## config.mk

```make
export PLATFORM = sky130hd
export DESIGN_NAME = repeater_core
export DESIGN_NICKNAME = d
export VERILOG_FILES = /design/src/rtl/rep_pkg.sv /design/src/rtl/rep_remote_sync.sv /design/src/rtl/rep_col_detect.sv /design/src/rtl/rep_fwd_map.sv /design/src/rtl/repeater_core.sv
export SDC_FILE = /design/constraint.sdc
export NUM_CORES = 1
export LEC_CHECK = 0
export BUFFER_PORTS_ARGS = -buffer_cell sky130_fd_sc_hd__buf_2
export CAP_MARGIN = 15
export CORE_MARGIN = 3
export CORE_UTILIZATION = 35
export DETAILED_ROUTE_END_ITERATION = 6
export SLEW_MARGIN = 20
export SYNTH_ARGS = -nofsm -noshare
export SYNTH_HDL_FRONTEND = slang
export SYNTH_SLANG_ARGS = --single-unit
```

## constraint.sdc

```tcl
create_clock -name clk -period 5.7 [get_ports clk]
set_clock_uncertainty 0.2 [all_clocks]
set_input_delay 0.57 -clock clk [delete_from_list [all_inputs] [get_ports clk]]
set_output_delay 0.57 -clock clk [all_outputs]
set_load 0.03 [all_outputs]
```

## src/rtl/rep_pkg.sv

```systemverilog
package rep_pkg;
    localparam int SYM_W = 5;
    typedef logic [SYM_W-1:0] sym_t;

    localparam sym_t IDLE_SYM    = 5'b11111;
    localparam sym_t DEFAULT_JAM = 5'b01011;

    typedef struct packed {
        logic jam;
        logic any_act;
        logic local_involved;
    } col_state_t;

    function automatic int unsigned idx_width(input int unsigned n);
        return (n > 1) ? $clog2(n) : 1;
    endfunction
endpackage

```

## src/rtl/rep_remote_sync.sv

```systemverilog
module rep_remote_sync #(
    parameter int NPEER = 5,
    parameter int NHUB  = 7
) (
    input  logic             clk,
    input  logic             rst,
    input  logic [NPEER-1:0] peer_act_n,
    input  logic [NHUB-1:0]  hub_act_n,
    input  logic             stack_col_n,
    output logic [NPEER-1:0] peer_act,
    output logic [NHUB-1:0]  hub_act,
    output logic             stack_col
);
    always_ff @(posedge clk) begin
        if (rst) begin
            peer_act <= '0;
            hub_act  <= '0;
        end else begin
            peer_act <= ~peer_act_n;
            hub_act  <= ~hub_act_n;
        end
    end

    always_ff @(negedge clk) begin
        if (rst) stack_col <= 1'b0;
        else     stack_col <= ~stack_col_n;
    end
endmodule

```

## src/rtl/rep_col_detect.sv

```systemverilog
module rep_col_detect
    import rep_pkg::*;
#(
    parameter int NPORT = 4,
    parameter int NPEER = 5,
    parameter int NHUB  = 7
) (
    input  logic             clk,
    input  logic             rst,
    input  logic [NPORT-1:0] loc_act,
    input  logic [NPEER-1:0] peer_act,
    input  logic [NHUB-1:0]  hub_act,
    input  logic             stack_col,
    input  logic             exp_act,
    output logic             jam,
    output logic             col_n_q
);
    localparam int SRC_N = NPORT + NPEER + NHUB;
    localparam int CNT_W = $clog2(SRC_N + 1);

    logic [CNT_W-1:0] loc_cnt, total_cnt;
    logic             coll_now;
    logic             jam_q;
    col_state_t       st;

    always_comb begin
        loc_cnt   = CNT_W'($countones(loc_act));
        total_cnt = loc_cnt + CNT_W'($countones(peer_act)) + CNT_W'($countones(hub_act));
        coll_now  = (total_cnt > CNT_W'(1)) || stack_col;
        st.any_act        = (total_cnt != '0) || exp_act || stack_col;
        st.local_involved = (loc_cnt != '0) && (total_cnt > CNT_W'(1));
        st.jam            = coll_now || (jam_q && st.any_act);
    end

    assign jam = st.jam;

    always_ff @(posedge clk) begin
        if (rst) begin
            jam_q   <= 1'b0;
            col_n_q <= 1'b1;
        end else begin
            jam_q   <= st.jam;
            col_n_q <= ~st.local_involved;
        end
    end
endmodule

```

## src/rtl/rep_fwd_map.sv

```systemverilog
module rep_fwd_map
    import rep_pkg::*;
#(
    parameter int   NPORT    = 4,
    parameter sym_t JAM_CODE = DEFAULT_JAM
) (
    input  logic               clk,
    input  logic               rst,
    input  logic [NPORT-1:0]   loc_act,
    input  logic [NPORT*5-1:0] port_rx_sym,
    input  logic               exp_rx_act,
    input  sym_t               exp_rx_sym,
    input  logic               jam,
    output logic [NPORT-1:0]   port_tx_en,
    output logic [NPORT*5-1:0] port_tx_sym,
    output logic               exp_tx_en,
    output sym_t               exp_tx_sym
);
    localparam int IDX_W = idx_width(NPORT);

    sym_t             rx_arr [NPORT];
    sym_t             tx_arr_d [NPORT];
    logic [NPORT-1:0] en_d;
    logic             xen_d;
    sym_t             xsym_d;
    logic             src_found;
    logic [IDX_W-1:0] src_idx;
    sym_t             src_sym;

    for (genvar g = 0; g < NPORT; g++) begin : g_unpack
        assign rx_arr[g] = port_rx_sym[g*5 +: 5];
    end

    always_comb begin
        src_found = 1'b0;
        src_idx   = '0;
        for (int i = 0; i < NPORT; i++) begin
            if (loc_act[i] && !src_found) begin
                src_found = 1'b1;
                src_idx   = IDX_W'(i);
            end
        end
        src_sym = rx_arr[src_idx];
    end

    always_comb begin
        en_d   = '0;
        xen_d  = 1'b0;
        xsym_d = IDLE_SYM;
        for (int i = 0; i < NPORT; i++) tx_arr_d[i] = IDLE_SYM;
        if (jam) begin
            en_d = '1;
            for (int i = 0; i < NPORT; i++) tx_arr_d[i] = JAM_CODE;
        end else if (src_found) begin
            xen_d  = 1'b1;
            xsym_d = src_sym;
            for (int i = 0; i < NPORT; i++) begin
                if (IDX_W'(i) != src_idx) begin
                    en_d[i]     = 1'b1;
                    tx_arr_d[i] = src_sym;
                end
            end
        end else if (exp_rx_act) begin
            en_d = '1;
            for (int i = 0; i < NPORT; i++) tx_arr_d[i] = exp_rx_sym;
        end
    end

    for (genvar g = 0; g < NPORT; g++) begin : g_txreg
        always_ff @(posedge clk) begin
            if (rst) begin
                port_tx_en[g]        <= 1'b0;
                port_tx_sym[g*5 +: 5] <= IDLE_SYM;
            end else begin
                port_tx_en[g]        <= en_d[g];
                port_tx_sym[g*5 +: 5] <= tx_arr_d[g];
            end
        end
    end

    always_ff @(posedge clk) begin
        if (rst) begin
            exp_tx_en  <= 1'b0;
            exp_tx_sym <= IDLE_SYM;
        end else begin
            exp_tx_en  <= xen_d;
            exp_tx_sym <= xsym_d;
        end
    end
endmodule

```

## src/rtl/repeater_core.sv

```systemverilog
module repeater_core
    import rep_pkg::*;
#(
    parameter int   NPORT    = 4,
    parameter int   NPEER    = 5,
    parameter int   NHUB     = 7,
    parameter sym_t JAM_CODE = DEFAULT_JAM
) (
    input  logic               clk,
    input  logic               rst,
    input  logic [NPORT-1:0]   port_rx_act,
    input  logic [NPORT*5-1:0] port_rx_sym,
    input  logic [NPORT-1:0]   port_excl,
    input  logic               exp_rx_act,
    input  logic [4:0]         exp_rx_sym,
    input  logic [NPEER-1:0]   peer_act_n,
    input  logic [NHUB-1:0]    hub_act_n,
    input  logic               stack_col_n,
    output logic [NPORT-1:0]   port_tx_en,
    output logic [NPORT*5-1:0] port_tx_sym,
    output logic               exp_tx_en,
    output logic [4:0]         exp_tx_sym,
    output logic               local_act_n,
    output logic               col_n
);
    logic [NPORT-1:0] loc_act;
    logic [NPEER-1:0] peer_act;
    logic [NHUB-1:0]  hub_act;
    logic             stack_col;
    logic             jam;

    assign loc_act     = port_rx_act & ~port_excl;
    assign local_act_n = ~|loc_act;

    rep_remote_sync #(.NPEER(NPEER), .NHUB(NHUB)) u_sync (
        .clk(clk), .rst(rst),
        .peer_act_n(peer_act_n), .hub_act_n(hub_act_n), .stack_col_n(stack_col_n),
        .peer_act(peer_act), .hub_act(hub_act), .stack_col(stack_col)
    );

    rep_col_detect #(.NPORT(NPORT), .NPEER(NPEER), .NHUB(NHUB)) u_col (
        .clk(clk), .rst(rst),
        .loc_act(loc_act), .peer_act(peer_act), .hub_act(hub_act),
        .stack_col(stack_col), .exp_act(exp_rx_act),
        .jam(jam), .col_n_q(col_n)
    );

    rep_fwd_map #(.NPORT(NPORT), .JAM_CODE(JAM_CODE)) u_fwd (
        .clk(clk), .rst(rst),
        .loc_act(loc_act), .port_rx_sym(port_rx_sym),
        .exp_rx_act(exp_rx_act), .exp_rx_sym(exp_rx_sym), .jam(jam),
        .port_tx_en(port_tx_en), .port_tx_sym(port_tx_sym),
        .exp_tx_en(exp_tx_en), .exp_tx_sym(exp_tx_sym)
    );
endmodule

```

==> impl_metrics.csv, run 1 <==
group,metric,value,unit
outcome,outcome,"finished, final reports clean",
setup_path,cp-end-kind,"flop",
floorplanning,pin_count,81,
final_layout,most-common-layout-cells,"buf_2, dfxtp_1, nor2_1, inv_1, a21oi_1",
grt,grt_pass1_wl,8280,um
setup_path,cp-start-kind,"primary input",
setup_path,crit_path_frequent_cell,"fa_1",
grt,grtUsageTotal,14.3,%
placement,gp_congestion,0.833,
placement,hpwl,4040,um
power_and_ir_drop,power_density,359,nW/um^2
sta,slew_headroom,55.7,%
routing,drc,0,
synth,synth-edff-count,0,
cts,path_clk_slew,0.08,ns
cts,clkLatencyLatePin,0.35,ns
min_path,holdPathEnd,"u_sync.hub_act[6]$_SDFF_PP0_",
power_and_ir_drop,seqPwrFrac,38.4,%
synth,syn_inst,229,
floorplanning,die_area,7170,sq um
power_and_ir_drop,clkPwrFrac,24.2,%
final_layout,final_common_cell,"buf_2",
synth,ys_ff_latch,45,
power_and_ir_drop,vdd_drop_max,220,uV
min_path,min_path_cells,2,
power_and_ir_drop,power.total,0.989,mW
synth,yosysWarningCount,0,
setup_path,worstPathRequired,5.72,ns
grt,grt_pass1_vias,1841,
cts,cts_tree,"yes",
setup_path,timing.rr.end,"u_fwd.port_tx_sym[4]$_SDFF_PP1_",
floorplanning,core,5960,sq um
routing,drt-initial-drc-count,54,
floorplanning,die_h,84.7,um
routing,wl,4920,um
sta,finalSetupViolCount,0,
setup_path,cp_max_fo,8,
setup_path,crit_buf_inv,4,
synth,async_flop_share,0,%
power_and_ir_drop,switchingPower,0.363,mW
cts,cts_hold_buf,0,
power_and_ir_drop,p_int,0.625,mW
floorplanning,die_w,84.7,um
setup_path,crit_chain,"buf_2, nor2b_4, inv_4, ha_1, ha_1, fa_1, inv_1, fa_1, inv_1, fa_1, fa_1, ha_1, fa_1, nor3_1, nand3b_1, nor2_1, a21oi_1, a21oi_1",
min_path,min_from,"hub_act_n[6]",
sta,period_share,90.8,%
final_layout,nets,385,
placement,portBuffers,80,
floorplanning,start_util,36.4,%
cts,cts.repair.resized,0,
routing,wire_per_inst,12.7,um
cts,post-cts-setup-buffer-count,0,
setup_path,crit_type,"primary input to flop",
cts,cts_buffer_depth,2,
synth,syn-cell-area,2170,sq um
power_and_ir_drop,comb_power_share,37.4,%
routing,vias,1828,
final_layout,diodes,0,
synth,synth_seq_area_share,41.6,%
setup_path,reg2regPathDepth,4,
min_path,hold_class,"primary input to flop",
job,cap_violations,0,
grt,grt_max_degree,28,
setup_path,r2r_start,"u_sync.stack_col$_SDFF_NP0_",
power_and_ir_drop,swShare,36.7,%
sta,hold_viol,0,
routing,ant_nets,0,
setup_path,critPathArrivalTime,5.20,ns
cts,cts_made_buffers,5,
sta,grt_setup_unrepaired,"no",
final_layout,syn_to_final_growth,27.3,%
setup_path,critical_path.top_delay_family,"adder cells",
setup_path,r2r_slack,1.36,ns
routing,avgViaCountPerCell,4.72,
cts,cts.sinks,45,
sta,worstMarginPinSlew,0.664,ns
synth,yosys_most_used_dff,"dfxtp_1",
sta,final-max-slew-violation-count,0,
synth,synth_nets,303,
final_layout,drive_gt1_share,34.0,%
sta,finalSetupTns,0,ns
synth,avgSynthCellArea,9.46,sq um
grt,gr-total-overflow,0,
cts,htree_levels,2,
synth,synth.distinct_cells,38,
setup_path,cp_slowest_cell,"fa_1",
setup_path,critPathMaxStageDelay,0.50,ns
routing,first_pass_iters,4,
floorplanning,rows,28,
sta,fmax,0.193,GHz
cts,cts_root_buf,"clkbuf_8",
power_and_ir_drop,leakage,1.28,nW
grt,antenna_found_initial,0,
sta,min_period,5.18,ns
-- synthesized netlist by cell type, types with 4 or more instances --
| master | count | area, sq um |
|---|---|---|
| a21oi_1 | 17 | 85.1 |
| a31oi_1 | 4 | 25.0 |
| dfxtp_1 | 45 | 901 |
| fa_1 | 10 | 200 |
| ha_1 | 15 | 188 |
| inv_1 | 20 | 75.1 |
| mux2i_1 | 5 | 50.1 |
| nand2_1 | 9 | 33.8 |
| nand2b_1 | 5 | 31.3 |
| nor2_1 | 33 | 124 |
| nor3_1 | 8 | 40.0 |
| o21ai_0 | 4 | 20.0 |
| o21ai_1 | 14 | 70.1 |
-- worst max path at each step --
| stage | cells after the start | startpoint | slack, ns | to |
|---|---|---|---|---|
| 2_1_floorplan | 18 | port_rx_act[2] | 0.62 | u_fwd.exp_tx_sym[1]$_SDFF_PP1_ |
| 3_3_place_gp | 18 | port_rx_act[2] | 0.33 | u_fwd.exp_tx_sym[2]$_SDFF_PP1_ |
| 3_5_place_dp | 18 | port_rx_act[2] | 0.21 | u_fwd.exp_tx_sym[4]$_SDFF_PP1_ |
| 4_1_cts | 18 | port_rx_act[2] | 0.53 | u_fwd.exp_tx_sym[4]$_SDFF_PP1_ |
| 5_1_grt | 18 | port_rx_act[2] | 0.26 | u_fwd.port_tx_sym[9]$_SDFF_PP1_ |
| 6_report | 18 | port_rx_act[2] | 0.52 | u_fwd.port_tx_sym[4]$_SDFF_PP1_ |
-- power by group through the flow --
stage | clock (mW) | combinational (mW) | sequential (mW)
after floorplan | 0.00220 | 0.168 | 0.482
after global placement | 0.00220 | 0.367 | 0.388
after detailed placement | 0.00220 | 0.373 | 0.388
after CTS | 0.245 | 0.374 | 0.381
after global routing | 0.257 | 0.410 | 0.386
final | 0.239 | 0.369 | 0.380
-- logic make-up (layout without fill, tap and decap cells) --
logic type | Yosys count | count (layout) | synth area share [%]
fa+ha+maj | 25 | 25 | 17.9
flops | 45 | 45 | 41.6
compound gates | 50 | 50 | 13.8
mux | 8 | 8 | 3.98
buf+inv | 30 | 113 | 5.66
simple gates | 71 | 71 | 17.1
-- state kept, by name, indices dropped and copies added, names as in the netlist --
register / count
u_col.col_n_q: 1
u_col.jam_q: 1
u_sync.peer_act: 5
u_sync.hub_act: 7
u_fwd.exp_tx_sym: 5
u_fwd.exp_tx_en: 1
u_sync.stack_col: 1
u_fwd.port_tx_en: 4
u_fwd.port_tx_sym: 20
-- layer usage --
| metal | vias up | part of all wire (%) | GRT usage (%) |
|---|---|---|---|
| li1 | 928 | - | - |
| met1 | 845 | 48 | 19.9 |
| met3 | 4 | 5.8 | 3.04 |
| met5 | - | 0 | 0 |
| met4 | 0 | 1.1 | 5.61 |
| met2 | 51 | 45 | 21.8 |
-- stage by stage --
step / utilization (%) / setup slack (ns) / cell area, sq um / hold WS [ns] / std cells
after floorplan: - / 0.622 / 2170 / 0.386 / 229
after global placement: 44.4 / 0.326 / 2640 / 0.518 / 379
after detailed placement: 44.4 / 0.214 / 2640 / 0.515 / 379
after CTS: 46.3 / 0.533 / 2760 / 0.202 / 387
after global routing: 46.3 / 0.256 / 2760 / 0.208 / 387
final: 46.3 / 0.525 / 2760 / 0.209 / 387
-- worst register-to-register path: stages (launching register included) --
cell and delay [ns]:
dfxtp_1 0.29, nand3b_1 0.18, nor2_1 0.34, a21oi_1 0.17, a21oi_1 0.18
-- area by class of cell --
| type | instances | area, sq um |
|---|---|---|
| multi-input cells | 154 | 1140 |
| flip-flops and latches | 45 | 901 |
| clock inverters | 4 | 50.0 |
| inverters | 22 | 85.1 |
| clock buffers | 5 | 68.8 |
| repair buffers | 82 | 415 |
| well taps | 75 | 93.8 |
| fillers | 611 | 3200 |
Note: power is estimated with default switching activity, not from simulation.
==> inputs of run 2 (changes only) <==
--- a/config.mk
+++ b/config.mk
@@ -10,6 +10,7 @@
 export CORE_MARGIN = 3
 export CORE_UTILIZATION = 35
 export DETAILED_ROUTE_END_ITERATION = 6
+export GPL_TIMING_DRIVEN = 0
 export SLEW_MARGIN = 20
 export SYNTH_ARGS = -nofsm -noshare
 export SYNTH_HDL_FRONTEND = slang
==> run 2 against run 1 <==
Effect of this change: via count rose by 1.5%; largest cell class unchanged; global-route usage is 0.31 points higher; sequential cell count stayed put; critical path depth increased by 1; total power rose by 1.2%; clock power grew 6%; worst hold slack worse by 0.0032 ns.
==> impl_metrics.csv, run 2 (synthesis gave the netlist of run 1 again) <==
group,metric,value,unit
sta,final-max-slew-violation-count,0,
cts,cts_root_buf,"clkbuf_8",
final_layout,nFillCells,602,
final_layout,syn_to_final_growth,28.1,%
routing,wire_per_inst,12.8,um
sta,min_period,5.37,ns
cts,path_clk_slew,0.09,ns
cts,post-cts-setup-buffer-count,0,
sta,worstMarginPinSlew,0.461,ns
sta,finalSetupTns,0,ns
grt,grt_pass1_vias,1790,
cts,cts_made_buffers,5,
final_layout,largest_register_ffs,20,
grt,grt_max_degree,15,
setup_path,cp_max_fo,8,
sta,hold_viol,0,
final_layout,final_common_cell,"buf_2",
grt,gr-total-overflow,0,
setup_path,cp-end-kind,"flop",
grt,grtUsageTotal,14.6,%
sta,slew_headroom,69.3,%
final_layout,reg_top3,"u_fwd.port_tx_sym (20), u_sync.hub_act (7)",
routing,vias,1856,
cts,htree_levels,2,
power_and_ir_drop,vdd_drop_max,197,uV
setup_path,cp-start-kind,"primary input",
floorplanning,die_area,7170,sq um
sta,finalSetupViolCount,0,
routing,drc,0,
sta,grt_setup_unrepaired,"no",
power_and_ir_drop,power.total,1.00,mW
sta,fmax,0.186,GHz
cts,cts.repair.resized,0,
cts,cts_buffer_depth,2,
final_layout,most-common-layout-cells,"buf_2, dfxtp_1, nor2_1, inv_1, a21oi_1",
grt,grt_pass1_wl,8410,um
routing,wl,5020,um
placement,hpwl,4180,um
floorplanning,start_util,36.4,%
final_layout,diodes,0,
placement,gp_congestion,0.793,
grt,antenna_found_initial,0,
routing,ant_nets,0,
placement,portBuffers,79,
cts,cts_hold_buf,0,
outcome,outcome,"finished, final reports clean",
job,cap_violations,0,
setup_path,crit_type,"primary input to flop",
routing,avgViaCountPerCell,4.75,
setup_path,worstPathRequired,5.69,ns
final_layout,nets,389,
sta,period_share,94.3,%
cts,clkLatencyLatePin,0.35,ns
floorplanning,pin_count,81,
routing,first_pass_iters,4,
floorplanning,die_w,84.7,um
setup_path,critPathArrivalTime,5.36,ns
power_and_ir_drop,power_density,360,nW/um^2
cts,cts_tree,"yes",
routing,drt-initial-drc-count,65,
power_and_ir_drop,leakage,1.29,nW
floorplanning,core,5960,sq um
cts,cts.sinks,45,
final_layout,drive_gt1_share,33.9,%
floorplanning,rows,28,
min_path,hold_class,"primary input to flop",
final_layout,largest_register,"u_fwd.port_tx_sym",
floorplanning,die_h,84.7,um
[run 2: per-layer routing]
metal | vias up | share of wire, % | wire length (um) | track usage, %
li1 | 939 | - | - | -
met1 | 850 | 46 | 2320 | 19.9
met2 | 58 | 46 | 2290 | 22.3
met3 | 9 | 6.5 | 325 | 4.02
met4 | 0 | 1.6 | 82 | 5.04
met5 | - | 0 | 0 | 0
[run 2: layout make-up]
type	count	area [sq um]	area share, %
buffer	7	33.8	1.22
clock inverter	3	41.3	1.49
inverter	22	85.1	3.06
multi-input combinational	154	1140	41.2
tap	75	93.8	3.38
sequential	45	901	32.4
timing repair buffer	79	395	14.2
clock buffer	6	82.6	2.97
[run 2: final timing paths]
| kind | slack (ns) | depth (start not counted) | end | start |
|---|---|---|---|---|
| worst min-delay path | 0.21 | 2 | u_sync.peer_act[4]$_SDFF_PP0_ | peer_act_n[4] |
| worst max register to register | 1.25 | 5 | u_fwd.exp_tx_sym[3]$_SDFF_PP1_ | u_sync.stack_col$_SDFF_NP0_ |
| worst min register to register | 0.46 | 4 | u_fwd.port_tx_sym[0]$_SDFF_PP1_ | u_col.jam_q$_SDFF_PP0_ |
| worst max-delay path | 0.33 | 19 | u_fwd.exp_tx_sym[3]$_SDFF_PP1_ | port_rx_act[2] |
[run 2: critical path, stage by stage]
cell	delay, ns
buf_2	0.10
nor2b_4	0.24
inv_4	0.10
ha_1	0.29
ha_1	0.21
fa_1	0.50
inv_1	0.06
fa_1	0.47
inv_1	0.05
fa_1	0.48
fa_1	0.50
ha_1	0.24
fa_1	0.46
nor3_1	0.18
nand3b_1	0.14
nor3_2	0.36
and2_1	0.18
buf_2	0.16
nand2b_1	0.07
[run 2: power by group]
group          total (mW)  switching (mW)  internal (mW)
combinational       0.369           0.246          0.123
sequential          0.379          0.0110          0.368
clock               0.253           0.109          0.143
[run 2: stage by stage]
| step | utilization [%] | hold slack, ns | cells | cell area [sq um] | worst slack (ns) |
|---|---|---|---|---|---|
| global route | 46.6 | 0.200 | 391 | 2780 | 0.0675 |
| global placement | 44.6 | 0.439 | 383 | 2660 | 0.105 |
| detailed placement | 44.6 | 0.449 | 383 | 2660 | 0.0141 |
| finish | 46.6 | 0.206 | 391 | 2780 | 0.327 |
| CTS | 46.6 | 0.201 | 391 | 2780 | 0.322 |
| floorplan | - | 0.386 | 229 | 2170 | 0.622 |
